$ cat src/rtl/fxalu_pkg.sv
package fxalu_pkg;
   typedef enum logic [2:0] {
      OPC_ADD  = 3'd0,
      OPC_ADDC = 3'd1,
      OPC_AND  = 3'd2,
      OPC_OR   = 3'd3,
      OPC_XOR  = 3'd4,
      OPC_NOT  = 3'd5
   } alu_op_e;

   localparam int FLG_CA = 0;
   localparam int FLG_OV = 1;
   localparam int FLG_SO = 2;
   localparam int FLG_W  = 3;
   localparam int CC_W   = 4;

   localparam logic [CC_W-1:0] CC_NEG  = 4'b1000;
   localparam logic [CC_W-1:0] CC_POS  = 4'b0100;
   localparam logic [CC_W-1:0] CC_ZERO = 4'b0010;
   localparam logic [CC_W-1:0] CC_SO   = 4'b0001;
endpackage

$ cat src/rtl/fxalu_arith.sv
module fxalu_arith #(
   parameter int DW = 32
) (
   input  logic [2:0]    op_code,
   input  logic [DW-1:0] opnd_a,
   input  logic [DW-1:0] opnd_b,
   input  logic          carry_in,
   output logic [DW-1:0] result,
   output logic          carry_out,
   output logic          ovf_out,
   output logic          op_known
);
   import fxalu_pkg::*;

   localparam int XW = DW + 1;

   alu_op_e       op;
   logic          cin;
   logic [XW-1:0] uns_sum;
   logic [XW-1:0] sgn_sum;

   always_comb begin
      op        = alu_op_e'(op_code);
      cin       = (op == OPC_ADDC) ? carry_in : 1'b0;
      uns_sum   = {1'b0, opnd_a} + {1'b0, opnd_b} + {{DW{1'b0}}, cin};
      sgn_sum   = {opnd_a[DW-1], opnd_a} + {opnd_b[DW-1], opnd_b} + {{DW{1'b0}}, cin};
      result    = '0;
      carry_out = 1'b0;
      ovf_out   = 1'b0;
      op_known  = 1'b1;
      case (op_code)
         OPC_ADD, OPC_ADDC: begin
            result    = uns_sum[DW-1:0];
            carry_out = uns_sum[DW];
            ovf_out   = sgn_sum[DW] ^ sgn_sum[DW-1];
         end
         OPC_AND: result = opnd_a & opnd_b;
         OPC_OR:  result = opnd_a | opnd_b;
         OPC_XOR: result = opnd_a ^ opnd_b;
         OPC_NOT: result = ~opnd_a;
         default: op_known = 1'b0;
      endcase
   end
endmodule

$ cat src/rtl/fxalu_flags.sv
module fxalu_flags (
   input  logic                        clk,
   input  logic                        rst_n,
   input  logic                        fire,
   input  logic                        ca_en,
   input  logic                        oe_en,
   input  logic                        carry,
   input  logic                        ovf,
   input  logic                        wr,
   input  logic [fxalu_pkg::FLG_W-1:0] wdata,
   output logic [fxalu_pkg::FLG_W-1:0] flags_q,
   output logic                        so_after_op
);
   import fxalu_pkg::*;

   logic [FLG_W-1:0] op_nxt;
   logic [FLG_W-1:0] nxt;

   always_comb begin
      op_nxt = flags_q;
      if (fire) begin
         if (ca_en) op_nxt[FLG_CA] = carry;
         if (oe_en) begin
            if (ovf) begin
               op_nxt[FLG_OV] = 1'b1;
               op_nxt[FLG_SO] = 1'b1;
            end else begin
               op_nxt[FLG_OV] = 1'b0;
            end
         end
      end
      so_after_op = op_nxt[FLG_SO];
      nxt         = wr ? wdata : op_nxt;
   end

   always_ff @(posedge clk or negedge rst_n) begin
      if (!rst_n) flags_q <= '0;
      else        flags_q <= nxt;
   end

   AST_SO_STICKY: assert property (@(posedge clk) disable iff (!rst_n)
      (flags_q[FLG_SO] && !wr) |=> flags_q[FLG_SO]);
   AST_CARRY_HOLD: assert property (@(posedge clk) disable iff (!rst_n)
      (!wr && !(fire && ca_en)) |=> $stable(flags_q[FLG_CA]));
   AST_OVF_SETS: assert property (@(posedge clk) disable iff (!rst_n)
      (!wr && fire && oe_en && ovf) |=> (flags_q[FLG_OV] && flags_q[FLG_SO]));
   AST_WRITE_LOAD: assert property (@(posedge clk) disable iff (!rst_n)
      wr |=> (flags_q == $past(wdata)));
endmodule

$ cat src/rtl/fxalu_cond.sv
module fxalu_cond #(
   parameter int DW        = 32,
   parameter int CR_FIELDS = 8,
   parameter int FIELD_SEL = 0
) (
   input  logic                          clk,
   input  logic                          rst_n,
   input  logic                          fire,
   input  logic                          rec,
   input  logic [DW-1:0]                 result,
   input  logic                          so_in,
   output logic [CR_FIELDS*fxalu_pkg::CC_W-1:0] cond_q
);
   import fxalu_pkg::*;

   localparam int CRW    = CR_FIELDS * CC_W;
   localparam int SEL_HI = CRW - 1 - CC_W * FIELD_SEL;
   localparam int SEL_LO = SEL_HI - CC_W + 1;

   logic [CC_W-1:0] nib;
   logic            upd;

   always_comb begin
      upd = fire && rec;
      if (result[DW-1])  nib = CC_NEG;
      else if (|result)  nib = CC_POS;
      else               nib = CC_ZERO;
      if (so_in) nib = nib | CC_SO;
   end

   for (genvar f = 0; f < CR_FIELDS; f++) begin : g_field
      localparam int HI = CRW - 1 - CC_W * f;
      if (f == FIELD_SEL) begin : g_live
         always_ff @(posedge clk or negedge rst_n) begin
            if (!rst_n)   cond_q[HI -: CC_W] <= '0;
            else if (upd) cond_q[HI -: CC_W] <= nib;
         end
      end else begin : g_idle
         always_ff @(posedge clk or negedge rst_n) begin
            if (!rst_n) cond_q[HI -: CC_W] <= '0;
            else        cond_q[HI -: CC_W] <= cond_q[HI -: CC_W];
         end
      end
   end

   AST_CC_ONE_SIGN: assert property (@(posedge clk) disable iff (!rst_n)
      (fire && rec) |=> ($countones(cond_q[SEL_HI -: 3]) == 1));
   AST_CC_HOLD: assert property (@(posedge clk) disable iff (!rst_n)
      !(fire && rec) |=> $stable(cond_q));
   AST_CC_SUMMARY: assert property (@(posedge clk) disable iff (!rst_n)
      (fire && rec) |=> (cond_q[SEL_LO] == $past(so_in)));
endmodule

$ cat src/rtl/fxalu_top.sv
module fxalu_top #(
   parameter int DW        = 32,
   parameter int CR_FIELDS = 8,
   parameter int FIELD_SEL = 0
) (
   input  logic                 clk,
   input  logic                 rst_n,
   input  logic                 op_valid,
   input  logic [2:0]           op_code,
   input  logic [DW-1:0]        opnd_a,
   input  logic [DW-1:0]        opnd_b,
   input  logic                 upd_carry,
   input  logic                 upd_ovf,
   input  logic                 rec_cond,
   input  logic                 flag_wr,
   input  logic [2:0]           flag_wdata,
   output logic [DW-1:0]        res_q,
   output logic [2:0]           flags_q,
   output logic [CR_FIELDS*4-1:0] cond_q
);
   import fxalu_pkg::*;

   if (DW < 2) begin : g_bad_dw
      $error("fxalu_top: DW must be at least 2");
   end
   if (CR_FIELDS < 1) begin : g_bad_fields
      $error("fxalu_top: CR_FIELDS must be at least 1");
   end
   if (FIELD_SEL < 0 || FIELD_SEL >= CR_FIELDS) begin : g_bad_sel
      $error("fxalu_top: FIELD_SEL out of range");
   end

   logic [DW-1:0] alu_res;
   logic          alu_carry;
   logic          alu_ovf;
   logic          alu_known;
   logic          fire;
   logic          so_after_op;

   fxalu_arith #(.DW(DW)) u_arith (
      .op_code   (op_code),
      .opnd_a    (opnd_a),
      .opnd_b    (opnd_b),
      .carry_in  (flags_q[FLG_CA]),
      .result    (alu_res),
      .carry_out (alu_carry),
      .ovf_out   (alu_ovf),
      .op_known  (alu_known)
   );

   assign fire = op_valid && alu_known;

   fxalu_flags u_flags (
      .clk         (clk),
      .rst_n       (rst_n),
      .fire        (fire),
      .ca_en       (upd_carry),
      .oe_en       (upd_ovf),
      .carry       (alu_carry),
      .ovf         (alu_ovf),
      .wr          (flag_wr),
      .wdata       (flag_wdata),
      .flags_q     (flags_q),
      .so_after_op (so_after_op)
   );

   fxalu_cond #(.DW(DW), .CR_FIELDS(CR_FIELDS), .FIELD_SEL(FIELD_SEL)) u_cond (
      .clk    (clk),
      .rst_n  (rst_n),
      .fire   (fire),
      .rec    (rec_cond),
      .result (alu_res),
      .so_in  (so_after_op),
      .cond_q (cond_q)
   );

   always_ff @(posedge clk or negedge rst_n) begin
      if (!rst_n)    res_q <= '0;
      else if (fire) res_q <= alu_res;
   end

   AST_RES_HOLD: assert property (@(posedge clk) disable iff (!rst_n)
      !fire |=> $stable(res_q));
   AST_LOGIC_NO_CARRY: assert property (@(posedge clk) disable iff (!rst_n)
      (fire && upd_carry && !flag_wr && op_code >= 3'd2) |=> !flags_q[FLG_CA]);
endmodule

$ cat config.mk
export PLATFORM = sky130hd
export DESIGN_NAME = fxalu_top
export DESIGN_NICKNAME = d
export VERILOG_FILES = /design/src/rtl/fxalu_pkg.sv /design/src/rtl/fxalu_arith.sv /design/src/rtl/fxalu_flags.sv /design/src/rtl/fxalu_cond.sv /design/src/rtl/fxalu_top.sv
export SDC_FILE = /design/constraint.sdc
export NUM_CORES = 1
export LEC_CHECK = 0
export BUFFER_PORTS_ARGS = -buffer_cell sky130_fd_sc_hd__buf_4
export CAP_MARGIN = 20
export CELL_PAD_IN_SITES_DETAIL_PLACEMENT = 1
export CELL_PAD_IN_SITES_GLOBAL_PLACEMENT = 1
export CORE_MARGIN = 4
export CORE_UTILIZATION = 43
export CTS_BUF_LIST = sky130_fd_sc_hd__clkbuf_8
export DETAILED_ROUTE_END_ITERATION = 12
export GPL_TIMING_DRIVEN = 0
export PLACE_DENSITY = 0.95
export REMOVE_ABC_BUFFERS = 1
export SKIP_LAST_GASP = 1
export SYNTH_ARGS = -nofsm -noshare
export SYNTH_HDL_FRONTEND = slang
export SYNTH_SLANG_ARGS = --single-unit
$ cat constraint.sdc
create_clock -name clk -period 10.3 [get_ports clk]
set_clock_uncertainty 0.15 [all_clocks]
set_input_delay 0.515 -clock clk [delete_from_list [all_inputs] [get_ports clk]]
set_output_delay 0.515 -clock clk [all_outputs]
set_load 0.02 [all_outputs]
==> metrics.yaml <==
status: "completed"
start_util: 0.4466
cts_resized: 0
maxCapViolCount: 0
fmax_mhz: 190.3
max-vdd-ir-drop_uv: 60.19
relSlewSlack: 0.3101
synth_flop_cell: "dfrtp_1"
drv_slew: 0
setup_ws_ps: 5046
cts_setup_buffers: 0
routed_via_density: 6.203
wl_per_cell_um: 20.01
wirelength_um: 20700
crit_type: "input port to flip-flop"
gr-max-usage-layer: "met2"
critPathSlowestCell: "nor2_2"
critPathMaxFanout: 16
fin_area_sq_um: 6698
yosys.area_share.simple: 0.2054
drtIter0Drc: 516
synthAdderAreaFrac: 0.1462
async_flop_share: 1.000
power_leakage_nw: 3.200
min_path_type: "input port to async pin"
utilization: 0.5202
period_share: 0.5101
worstSetupStartpointType: "input port"
antenna_found_initial: 0
rows: 41
synth_top_family_by_area: "compound AO/OA/AOI/OAI gates"
cts_tree: "done"
grt_pass1_vias: 6510
total_power_mw: 0.6806
cts_hold_buf: 0
arrival_ps: 5290
grtUsageMet1: 0.3397
drive_gt1_frac: 0.1833
grt_setup_unrepaired: "false"
routed-via-count: 6414
port_buffers: 115
ctsRootBufferMaster: "clkbuf_8"
worstMarginPinSlew_ps: 1022
cts_num_sinks: 39
grt_usage: 0.2668
syn_to_final_growth_pct: 16.47
grt-ovfl-total: 0
drtAntennaViolNets: 0
layout_commonest_cell: "buf_4"
p_per_area_nw_per_um2: 101.6
core_area_sq_um: 12880
gp_congestion: 0.9542
die_w_um: 123.6
syn_area_sq_um: 5751
grt_max_degree: 83
rr_worst_depth: 12
ys_warn_count: 0
timing.rr.start: "u_flags.flags_q[0]$_DFFE_PN0P_"
avgSynthCellArea_sq_um: 7.307
synth_xor_area_frac: 0.01371
io_pins: 144
syn_inst: 787
grt_pass1_wl_um: 32820
die_h_um: 123.6
slowest_delay_ps: 690
synth_compound_area_frac: 0.3081
final_nets: 1004
use_met2: 0.4613
cts-buffers-inserted: 5
setup.worst_path.end_class: "flip-flop"
r2r_slack_ps: 5830
final_hold_viol_count: 0
clk_pin_slew_ps: 80
fin_crit_ps: 5254
cts_buffer_depth: 2
yosysUniqueCellTypes: 78
startpoint: "op_code[1]"
placed_area_sq_um: 6616
worstPathCellList: "buf_4 -> nor2_2 -> nand3_1 -> fa_1 -> fa_1 -> nand3b_2 -> a21oi_1 -> o21ai_1 -> a31o_1 -> a31o_1 -> or4_1 -> nor4_1 -> nand4_1 -> o31a_1"
antennaDiodeCount: 0
synth-seq-cells: 39
dp_hpwl_um: 15900
dr.pass1.iters: 5
final_cell_mix: "buf_4 (115), nand2_1 (100), inv_1 (75), ha_1 (64), o21ai_0 (59)"
grtUsageMet3: 0.03996
seq_area_frac_synth: 0.1697
setup_viol: 0
critPathRequiredTime_ps: 10330
setup_tns_ps: 0
drc: 0
clock_latency_ps: 300
pre_cts_slack_ps: 4977
yosys-mux-area-fraction: 0.03046
htreeDepth: 2
synth-edff-count: 0
reg2reg_to: "u_cond.cond_q[30]$_DFFE_PN0P_"
die_area_sq_um: 15290
==> how the worst max path moves through the flow <==
stage	slack, ps	depth (start not counted)	end
2_1_floorplan	5390	13	u_cond.cond_q[30]$_DFFE_PN0P_
3_3_place_gp	3990	14	u_cond.cond_q[30]$_DFFE_PN0P_
3_5_place_dp	4980	14	u_cond.cond_q[30]$_DFFE_PN0P_
4_1_cts	5180	14	u_cond.cond_q[30]$_DFFE_PN0P_
5_1_grt	4890	14	u_cond.cond_q[29]$_DFFE_PN0P_
6_report	5050	14	u_cond.cond_q[30]$_DFFE_PN0P_
==> report_power, final <==
| part | leakage, nW | internal (mW) | switching [mW] |
|---|---|---|---|
| logic | 2.68 | 0.146 | 0.236 |
| registers | 0.473 | 0.178 | 0.0174 |
| clock network | 0.0505 | 0.0457 | 0.0578 |
==> area by class of cell <==
cell class | count | area (sq um)
multi-input combinational | 621 | 4160
tap | 172 | 215.2
timing repair buffer | 121 | 991.0
clock buffer | 5 | 68.82
sequential | 39 | 975.9
fill | 1672 | 6178
inverter | 73 | 274.0
clock inverter | 3 | 12.51
==> metrics by stage <==
step                      hold slack, ps  std cells
after floorplan                    69.41        733
after global placement             311.9       1020
after detailed placement           321.2       1026
after CTS                          62.38       1034
after global routing               79.58       1034
final                              51.20       1034
==> kinds of logic (layout without fill, tap and decap cells) <==
logic type	count (synthesis)	after routing
compound gates	255	255
simple gates	246	246
buf+inv	154	202
fa+ha+maj	66	66
flops	39	39
mux	17	17
xor+xnor	9	9
other cells	1	28
==> state kept, by name (all words and copies together) (netlist names) <==
register and count:
u_cond.cond_q 4, res_q 32, u_flags.flags_q 3
==> critical path: cells and delay by family <==
kind | cells | cell delay [ps]
AOI/OAI and AO/OA | 5 | 1360
adders and majority gates | 2 | 880
and+or+nand+nor | 6 | 2330
buffers and inverters | 1 | 180
==> routing by layer <==
layer | routed length (um) | up-vias
met5 | 0 | -
met4 | 616 | 0
met3 | 1476 | 63
met2 | 9985 | 295
met1 | 8617 | 3122
li1 | - | 2934
==> synthesized netlist by cell type, types with 4 or more instances <==
library cell  number  area, sq um
a21oi_1           54        270.3
nor2b_1            7        43.79
a21oi_2            5        43.79
buf_4             31        232.7
o21a_1            13        97.59
inv_1             73        274.0
xnor2_1            8        70.07
nand2b_1           6        37.54
ha_1              64        800.8
nand4_1           19        118.9
clkbuf_1          31        116.4
nor2_1            51        191.4
o21ai_1            5        25.02
a21o_1             6        45.04
a211oi_1           6        45.04
buf_1              6        22.52
nand3_1           14        70.07
buf_2             11        55.05
o221ai_1          17        148.9
and4_1             4        35.03
a221o_1           12        120.1
o211ai_1           8        60.06
nor3_1            12        60.06
o311ai_0           4        35.03
or3_1              9        56.30
a221oi_1           6        52.55
mux2i_1           13        130.1
nand2_1          100        375.4
a31oi_1            9        56.30
o22ai_1           12        75.07
mux2_2             4        45.04
dfrtp_1           39        975.9
o21ai_0           59        295.3
Note: power is estimated with default switching activity, not from simulation.
